===== config.mk =====
export PLATFORM = sky130hd
export DESIGN_NAME = hwp_top
export DESIGN_NICKNAME = d
export VERILOG_FILES = /design/src/rtl/hwp_pkg.sv /design/src/rtl/hwp_sync.sv /design/src/rtl/hwp_framer.sv /design/src/rtl/hwp_txfifo.sv /design/src/rtl/hwp_top.sv
export SDC_FILE = /design/constraint.sdc
export NUM_CORES = 1
export LEC_CHECK = 0
export ABC_CLOCK_PERIOD_IN_PS = 8800
export BUFFER_PORTS_ARGS = -buffer_cell sky130_fd_sc_hd__buf_4
export CORE_AREA = 2 2 170 172
export DETAILED_ROUTE_END_ITERATION = 8
export DIE_AREA = 0 0 172 174
export GPL_TIMING_DRIVEN = 0
export PLACE_DENSITY = 0.72
export SLEW_MARGIN = 30
export SYNTH_ARGS = -nofsm -noshare
export SYNTH_HDL_FRONTEND = slang
export SYNTH_SLANG_ARGS = --single-unit

===== constraint.sdc =====
create_clock -name clk -period 8.8 [get_ports clk]
set_clock_uncertainty 0.05 [all_clocks]
set_input_delay 1.32 -clock clk [delete_from_list [all_inputs] [get_ports clk]]
set_output_delay 1.32 -clock clk [all_outputs]
set_load 0.1 [all_outputs]

===== src/rtl/hwp_pkg.sv =====
package hwp_pkg;
    localparam int unsigned HWP_DATA_W     = 16;
    localparam int unsigned HWP_ADDR_W     = 2;
    localparam int unsigned HWP_FIFO_DEPTH = 16;
    localparam int unsigned HWP_SYNC_STG   = 2;

    typedef enum logic {
        ROUTE_REG  = 1'b0,
        ROUTE_FIFO = 1'b1
    } route_e;
endpackage


===== src/rtl/hwp_sync.sv =====
module hwp_sync #(
    parameter int unsigned WIDTH  = 8,
    parameter int unsigned STAGES = 2,
    parameter logic [WIDTH-1:0] RST_VAL = '0
) (
    input  logic             clk,
    input  logic             rst_n,
    input  logic [WIDTH-1:0] async_i,
    output logic [WIDTH-1:0] sync_o
);
    logic [WIDTH-1:0] stage_q [STAGES];

    for (genvar g = 0; g < STAGES; g++) begin : g_stage
        if (g == 0) begin : g_first
            always_ff @(posedge clk or negedge rst_n) begin
                if (!rst_n) stage_q[g] <= RST_VAL;
                else        stage_q[g] <= async_i;
            end
        end else begin : g_next
            always_ff @(posedge clk or negedge rst_n) begin
                if (!rst_n) stage_q[g] <= RST_VAL;
                else        stage_q[g] <= stage_q[g-1];
            end
        end
    end

    assign sync_o = stage_q[STAGES-1];
endmodule


===== src/rtl/hwp_framer.sv =====
module hwp_framer
    import hwp_pkg::*;
#(
    parameter int unsigned DATA_W      = HWP_DATA_W,
    parameter int unsigned ADDR_W      = HWP_ADDR_W,
    parameter int unsigned MIN_ACT_CLK = 3,
    parameter int unsigned MIN_GAP_CLK = 1,
    parameter int unsigned MIN_CYC_CLK = 4
) (
    input  logic              clk,
    input  logic              rst_n,
    input  logic              cs_n_s,
    input  logic              wr_n_s,
    input  logic [ADDR_W-1:0] addr_s,
    input  logic              sel_s,
    input  logic [DATA_W-1:0] data_s,
    input  logic              flag_clr,
    output logic              reg_stb,
    output logic [ADDR_W-1:0] reg_addr,
    output logic              push,
    output logic [DATA_W-1:0] wdata,
    output logic              tmg_flag
);
    localparam int unsigned LIM_AG  = (MIN_ACT_CLK > MIN_GAP_CLK) ? MIN_ACT_CLK : MIN_GAP_CLK;
    localparam int unsigned LIM_MAX = (LIM_AG > MIN_CYC_CLK) ? LIM_AG : MIN_CYC_CLK;
    localparam int unsigned CW      = $clog2(LIM_MAX + 1) + 1;
    localparam logic [CW-1:0] CNT_SAT = '1;
    localparam logic [CW-1:0] ACT_LIM = CW'(MIN_ACT_CLK);
    localparam logic [CW-1:0] GAP_LIM = CW'(MIN_GAP_CLK);
    localparam logic [CW:0]   CYC_LIM = (CW+1)'(MIN_CYC_CLK);

    typedef struct packed {
        logic              cyc;
        logic              seen;
        logic [DATA_W-1:0] dprev;
        logic [ADDR_W-1:0] addr;
        route_e            route;
        logic [CW-1:0]     act_cnt;
        logic [CW-1:0]     gap_cnt;
        logic [CW-1:0]     last_gap;
        logic              tmg;
        logic              reg_stb;
        logic              push;
        logic [ADDR_W-1:0] out_addr;
        logic [DATA_W-1:0] out_data;
    } frm_state_t;

    frm_state_t st_d, st_q;
    logic       cyc_now, cyc_start, cyc_stop;
    logic [CW:0] period;

    always_comb begin
        st_d      = st_q;
        cyc_now   = !cs_n_s && !wr_n_s;
        cyc_start = cyc_now && !st_q.cyc;
        cyc_stop  = !cyc_now && st_q.cyc;
        period    = {1'b0, st_q.act_cnt} + {1'b0, st_q.last_gap};

        st_d.cyc     = cyc_now;
        st_d.dprev   = data_s;
        st_d.reg_stb = 1'b0;
        st_d.push    = 1'b0;
        if (flag_clr) st_d.tmg = 1'b0;

        if (cyc_start) begin
            st_d.addr     = addr_s;
            st_d.route    = route_e'(sel_s);
            st_d.act_cnt  = CW'(1);
            st_d.last_gap = st_q.gap_cnt;
            if (st_q.seen && st_q.gap_cnt < GAP_LIM) st_d.tmg = 1'b1;
        end else if (cyc_now) begin
            if (st_q.act_cnt != CNT_SAT) st_d.act_cnt = st_q.act_cnt + CW'(1);
        end

        if (cyc_stop) begin
            if (st_q.act_cnt < ACT_LIM) st_d.tmg = 1'b1;
            if (st_q.seen && period < CYC_LIM) st_d.tmg = 1'b1;
            st_d.seen     = 1'b1;
            st_d.gap_cnt  = CW'(1);
            st_d.out_data = st_q.dprev;
            st_d.out_addr = st_q.addr;
            if (st_q.route == ROUTE_FIFO) st_d.push    = 1'b1;
            else                          st_d.reg_stb = 1'b1;
        end else if (!cyc_now) begin
            if (st_q.gap_cnt != CNT_SAT) st_d.gap_cnt = st_q.gap_cnt + CW'(1);
        end
    end

    always_ff @(posedge clk or negedge rst_n) begin
        if (!rst_n) st_q <= '0;
        else        st_q <= st_d;
    end

    assign reg_stb  = st_q.reg_stb;
    assign reg_addr = st_q.out_addr;
    assign push     = st_q.push;
    assign wdata    = st_q.out_data;
    assign tmg_flag = st_q.tmg;

    AST_STB_PULSE: assert property (@(posedge clk) disable iff (!rst_n)
        reg_stb |=> !reg_stb);
    AST_WRITE_NEEDS_CYCLE: assert property (@(posedge clk) disable iff (!rst_n)
        (reg_stb || push) |-> $past(st_q.cyc));
    AST_TMG_STICKY: assert property (@(posedge clk) disable iff (!rst_n)
        (tmg_flag && !flag_clr) |=> tmg_flag);
    AST_ROUTE_HELD: assert property (@(posedge clk) disable iff (!rst_n)
        (st_q.cyc && cyc_now) |=> $stable(st_q.route));
endmodule


===== src/rtl/hwp_txfifo.sv =====
module hwp_txfifo
    import hwp_pkg::*;
#(
    parameter int unsigned DATA_W = HWP_DATA_W,
    parameter int unsigned DEPTH  = HWP_FIFO_DEPTH
) (
    input  logic              clk,
    input  logic              rst_n,
    input  logic              push,
    input  logic [DATA_W-1:0] push_data,
    input  logic              pop_ready,
    input  logic              flag_clr,
    output logic              valid,
    output logic [DATA_W-1:0] head,
    output logic [$clog2(DEPTH):0] level,
    output logic              ovf
);
    localparam int unsigned PW = (DEPTH > 1) ? $clog2(DEPTH) : 1;
    localparam int unsigned LW = $clog2(DEPTH) + 1;
    localparam logic [LW-1:0] FULL_LVL = LW'(DEPTH);
    localparam logic [PW-1:0] LAST_IDX = PW'(DEPTH - 1);

    typedef struct packed {
        logic [PW-1:0] wr_ptr;
        logic [PW-1:0] rd_ptr;
        logic [LW-1:0] level;
        logic          ovf;
    } fifo_state_t;

    fifo_state_t st_d, st_q;
    logic [DATA_W-1:0] mem [DEPTH];
    logic full, pop, wr_en;

    always_comb begin
        st_d  = st_q;
        full  = (st_q.level == FULL_LVL);
        pop   = (st_q.level != '0) && pop_ready;
        wr_en = push && (!full || pop);
        if (flag_clr) st_d.ovf = 1'b0;
        if (push && full && !pop) st_d.ovf = 1'b1;
        if (wr_en) st_d.wr_ptr = (st_q.wr_ptr == LAST_IDX) ? '0 : st_q.wr_ptr + PW'(1);
        if (pop)   st_d.rd_ptr = (st_q.rd_ptr == LAST_IDX) ? '0 : st_q.rd_ptr + PW'(1);
        case ({wr_en, pop})
            2'b10:   st_d.level = st_q.level + LW'(1);
            2'b01:   st_d.level = st_q.level - LW'(1);
            default: st_d.level = st_q.level;
        endcase
    end

    always_ff @(posedge clk or negedge rst_n) begin
        if (!rst_n) st_q <= '0;
        else        st_q <= st_d;
    end

    always_ff @(posedge clk) begin
        if (wr_en) mem[st_q.wr_ptr] <= push_data;
    end

    assign valid = (st_q.level != '0);
    assign head  = mem[st_q.rd_ptr];
    assign level = st_q.level;
    assign ovf   = st_q.ovf;

    AST_LEVEL_BOUND: assert property (@(posedge clk) disable iff (!rst_n)
        level <= FULL_LVL);
    AST_NO_OVERFLOW: assert property (@(posedge clk) disable iff (!rst_n)
        (push && full && !pop_ready) |=> $stable(level));
    AST_OVF_STICKY: assert property (@(posedge clk) disable iff (!rst_n)
        (ovf && !flag_clr) |=> ovf);
    AST_POP_DROPS: assert property (@(posedge clk) disable iff (!rst_n)
        (valid && pop_ready && !push) |=> (level == $past(level) - LW'(1)));
endmodule


===== src/rtl/hwp_top.sv =====
module hwp_top
    import hwp_pkg::*;
#(
    parameter int unsigned DATA_W      = HWP_DATA_W,
    parameter int unsigned ADDR_W      = HWP_ADDR_W,
    parameter int unsigned FIFO_DEPTH  = HWP_FIFO_DEPTH,
    parameter int unsigned SYNC_STAGES = HWP_SYNC_STG,
    parameter int unsigned MIN_ACT_CLK = 3,
    parameter int unsigned MIN_GAP_CLK = 1,
    parameter int unsigned MIN_CYC_CLK = 4
) (
    input  logic                        clk,
    input  logic                        rst_n,
    input  logic                        host_cs_n,
    input  logic                        host_wr_n,
    input  logic [ADDR_W-1:0]           host_addr,
    input  logic                        host_fifo_sel,
    input  logic [DATA_W-1:0]           host_data,
    output logic                        reg_wr_stb,
    output logic [ADDR_W-1:0]           reg_wr_addr,
    output logic [DATA_W-1:0]           reg_wr_data,
    output logic                        tx_valid,
    input  logic                        tx_ready,
    output logic [DATA_W-1:0]           tx_data,
    output logic [$clog2(FIFO_DEPTH):0] tx_level,
    input  logic                        flag_clr,
    output logic                        ovf_flag,
    output logic                        tmg_flag
);
    localparam int unsigned BUS_W = 3 + ADDR_W + DATA_W;
    localparam logic [BUS_W-1:0] BUS_RST = {2'b11, {(BUS_W-2){1'b0}}};

    logic [BUS_W-1:0]  bus_s;
    logic              cs_n_s, wr_n_s, sel_s;
    logic [ADDR_W-1:0] addr_s;
    logic [DATA_W-1:0] data_s;
    logic              push;
    logic [DATA_W-1:0] wdata;

    hwp_sync #(
        .WIDTH   (BUS_W),
        .STAGES  (SYNC_STAGES),
        .RST_VAL (BUS_RST)
    ) u_sync (
        .clk     (clk),
        .rst_n   (rst_n),
        .async_i ({host_cs_n, host_wr_n, host_fifo_sel, host_addr, host_data}),
        .sync_o  (bus_s)
    );

    assign {cs_n_s, wr_n_s, sel_s, addr_s, data_s} = bus_s;

    hwp_framer #(
        .DATA_W      (DATA_W),
        .ADDR_W      (ADDR_W),
        .MIN_ACT_CLK (MIN_ACT_CLK),
        .MIN_GAP_CLK (MIN_GAP_CLK),
        .MIN_CYC_CLK (MIN_CYC_CLK)
    ) u_framer (
        .clk      (clk),
        .rst_n    (rst_n),
        .cs_n_s   (cs_n_s),
        .wr_n_s   (wr_n_s),
        .addr_s   (addr_s),
        .sel_s    (sel_s),
        .data_s   (data_s),
        .flag_clr (flag_clr),
        .reg_stb  (reg_wr_stb),
        .reg_addr (reg_wr_addr),
        .push     (push),
        .wdata    (wdata),
        .tmg_flag (tmg_flag)
    );

    assign reg_wr_data = wdata;

    hwp_txfifo #(
        .DATA_W (DATA_W),
        .DEPTH  (FIFO_DEPTH)
    ) u_fifo (
        .clk       (clk),
        .rst_n     (rst_n),
        .push      (push),
        .push_data (wdata),
        .pop_ready (tx_ready),
        .flag_clr  (flag_clr),
        .valid     (tx_valid),
        .head      (tx_data),
        .level     (tx_level),
        .ovf       (ovf_flag)
    );
endmodule


==> parameters.txt <==
Parameter                              Value

CTS
  CTS Root Buffer Type ... sky130_fd_sc_hd__clkbuf_16
  CTS Hold Bufs ... 0
  Total clock buffers created by CTS ... 36
  Clock tree from TritonCTS ... done
  TritonCTS sink count ... roughly 370
  Maximum root-to-sink buffer count ... 3
  Post-cts repair resize count ... 0
  Skew-Pair Late Insertion Delay ... roughly 520 ps
  Number of post-CTS setup repair buffers ... 0
  # H-tree levels ... 2
  Clk pin slew, worst setup/hold paths ... roughly 60 ps

Global routing
  First-pass GRT wire length ... 42900 um
  GRT Overall Usage ... approximately 19%
  Overflow left after global routing ... 0
  Number of antenna violations at the first check in global routing ... 0
  Number of global-route vias before repair ... 7295
  Maximum number of pins on one net before global-route repair ... 111

Detailed routing
  Vias per std cell ... around 5.5
  Final wirelength ... ~28000 um
  Violation count after the first detailed-route iteration ... 548
  Remaining number of nets flagged by the antenna check after routing ... 0
  DR pass1 iterations ... 5
  Detailed-route DRC error count ... 0
  Count of vias placed by the detailed router ... a little over 7000
  WL/cell ... between 20 and 25 um

Timing
  Achievable frequency ... around 230 MHz
  Setup WS post-layout ... approximately 4500 ps
  Final sum of negative setup slack ... 0 ps
  Slew at the pin closest to its max-slew limit ... 841 ps
  Final max-slew violation count ... 0
  Tmin final ... between 4000 and 5000 ps
  Unrepaired setup endpoints after global routing ... false
  Period utilisation layout ... about 48%
  Hold Slack ... a little under 300 ps
  Worst slew slack as a fraction of its limit ... between 40% and 50%
  Final setup violation count ... 0
  Final Hold Fails ... 0

Synthesis
  Post-synthesis sequential element count ... roughly 370
  Syn Std Cell Area ... approximately 14000 um2
  Post-Synthesis Mean Instance Area ... about 18 um2
  Nets in the synthesized netlist ... approximately 810
  Instance count of the mapped netlist ... approximately 770
  Count of cell types in the netlist ... 47
  Number of synthesis warnings ... 0
  Share of synthesized area occupied by flip-flops and latches ... around 75%

Floorplanning
  Area enclosed by the die boundary ... around 30000 um2
  Die H ... between 150 and 200 um
  DIE WIDTH ... about 170 um
  Top-Level Pins ... 68
  Number of placement rows ... slightly above 60
  Core ar. ... 28200 um2
  Effective utilization at floorplan ... about half

Setup path
  Data required time at the worst endpoint ... 7430 ps
  Max FO, Critical Path ... 10
  Class of the most critical setup path ... flip-flop to output pin
  Crit start category ... flip-flop
  Category of the worst setup path capture point ... output pin
  Arrival time reported for the critical path endpoint ... just under 3000 ps

Power and ir drop
  Leakage dissipation ... between 6 and 7 nW
  Power density over the cells ... ~360 nW/um2
  Max IR drop VDD ... 300 uV

Final layout
  Antenna cell count ... 0
  Post-route core utilization ... slightly below 60%
  Cell Count, Final, Fillers Out ... roughly 1300
  Most common cell after layout, fill and taps aside ... sky130_fd_sc_hd__edfxtp_1
  FILL cells ... around 2100
  Layout cell share with drive strength beyond 1 ... between 20% and 30%
  Number of nets in the layout ... approximately 930
  Area grow syn2layout ... 17.3%
  Most frequent cells in the layout ... sky130_fd_sc_hd__edfxtp_1 (256), sky130_fd_sc_hd__dfrtp_1 (106), sky130_fd_sc_hd__buf_4 (100)

Placement
  Worst slack, placed ... just over 5000 ps
  Buffers on Ports ... 67
  Placed Cells ... 1235
  Post-detail-place hpwl ... approximately 17000 um
  Last weighted congestion value of the routability-driven placer ... about 0.77

Hold path
  Type of the tightest min-delay check ... flip-flop to flip-flop

Run status
  Status ... finished clean

Run
  Maximum capacitance violations ... 0
synthesized netlist by cell type (all sizes together):
cell	n	share of area (%)
a21o	3	0.16
dfstp	4	0.75
o31ai	1	0.054
a32oi	1	0.063
o22ai	1	0.045
a221oi	32	2.0
edfxtp	256	55
mux2i	64	4.6
nand2b	8	0.36
o21a	2	0.22
dfrtp	106	19
mux4	32	5.2
nor3	6	0.22
a21oi	8	0.29
xor2	6	0.38
ha	14	1.3
o41ai	1	0.063
o211a	1	0.072
o21ai	24	0.86
a2111oi	1	0.063
or4	1	0.081
nor2	21	0.58
mux2	29	2.4
and2	1	0.045
buf	46	2.1
nand3	6	0.22
nor2b	1	0.045
o211ai	1	0.054
inv	12	0.32
a22oi	18	0.97
nand4b	1	0.063
xnor2	4	0.25
or2	2	0.090
and3	3	0.13
clkbuf	12	0.32
nand2	34	0.97
nor4b	3	0.19
o221ai	1	0.063
nand4	2	0.090
a31oi	3	0.13
metal layers:
metal / share of wire [%] / GRT usage, % / vias up
met1: 42 / 27.4 / 3658
met5: 0 / 0 / -
li1: - / - / 3212
met4: 2.0 / 5.36 / 0
met2: 49 / 30.6 / 272
met3: 7.3 / 3.64 / 48
cell type report:
cell class,count,area (um2),share of cell area [%]
multi-input combinational,336,3190,19.5
sequential,366,10400,63.9
inverter,12,45.0,0.276
timing repair buffer,79,614,3.76
clock inverter,12,96.3,0.590
tap,384,480,2.94
buffer,58,338,2.07
clock buffer,54,1120,6.88
path summary, 6_finish.rpt:
path	from	endpoint	slack (ps)	cells past startpoint
setup reg to reg	u_fifo.level[1]	u_fifo.level[4]	5670	11
min in group asynchronous	rst_n	u_framer.st_q[29]	870	1
hold reg to reg	u_sync.sync_o[8]	u_framer.st_q[44]	290	0
max in group asynchronous	rst_n	u_framer.wdata[3]	7270	1
hold / removal	u_sync.sync_o[8]	u_framer.st_q[44]	290	0
setup / recovery	u_fifo.st_q[7]	tx_data[15]	4540	7
cell families after synthesis:
logic type	count (synthesis)	synth area share, %
buffers and inverters	70	2.75
muxes	125	12.2
xor gates and xnor gates	10	0.629
and+or+nand+nor	89	3.08
adders and majority gates	14	1.26
DFF	366	75.0
AOI/OAI and AO/OA	98	5.12
worst max-delay path: stages, from the launching register on:
cell and delay, ps:
sky130_fd_sc_hd__dfrtp_1 380, sky130_fd_sc_hd__buf_2 210, sky130_fd_sc_hd__nor2b_1 330, sky130_fd_sc_hd__clkbuf_1 570
sky130_fd_sc_hd__a221oi_1 290, sky130_fd_sc_hd__a22oi_1 210, sky130_fd_sc_hd__nand2_1 130, sky130_fd_sc_hd__buf_4 260
through the flow:
stage | power [W] | cell area (um2)
6_report | 0.00581 | 16300
5_1_grt | 0.00604 | 16300
4_1_cts | 0.00585 | 16300
3_5_place_dp | 0.00431 | 15100
3_3_place_gp | 0.00425 | 14900
2_1_floorplan | 0.00375 | 13900
where the power goes:
group          internal [W]  total (W)  switching, W
logic              0.000629    0.00215       0.00152
registers           0.00200    0.00213      0.000130
clock network      0.000916    0.00153      0.000619
total               0.00355    0.00581       0.00227
flip-flops by register name, summed over array words and instances, names as in the netlist:
name and flops:
u_fifo.level 5, u_fifo.mem 256, u_fifo.ovf 1, u_fifo.st_q 8
u_framer.push 1, u_framer.reg_addr 2, u_framer.reg_stb 1, u_framer.st_q 33
u_framer.tmg_flag 1, u_framer.wdata 16, u_sync.stage_q 21, u_sync.sync_o 21
Power figures use the tool's default switching activity.
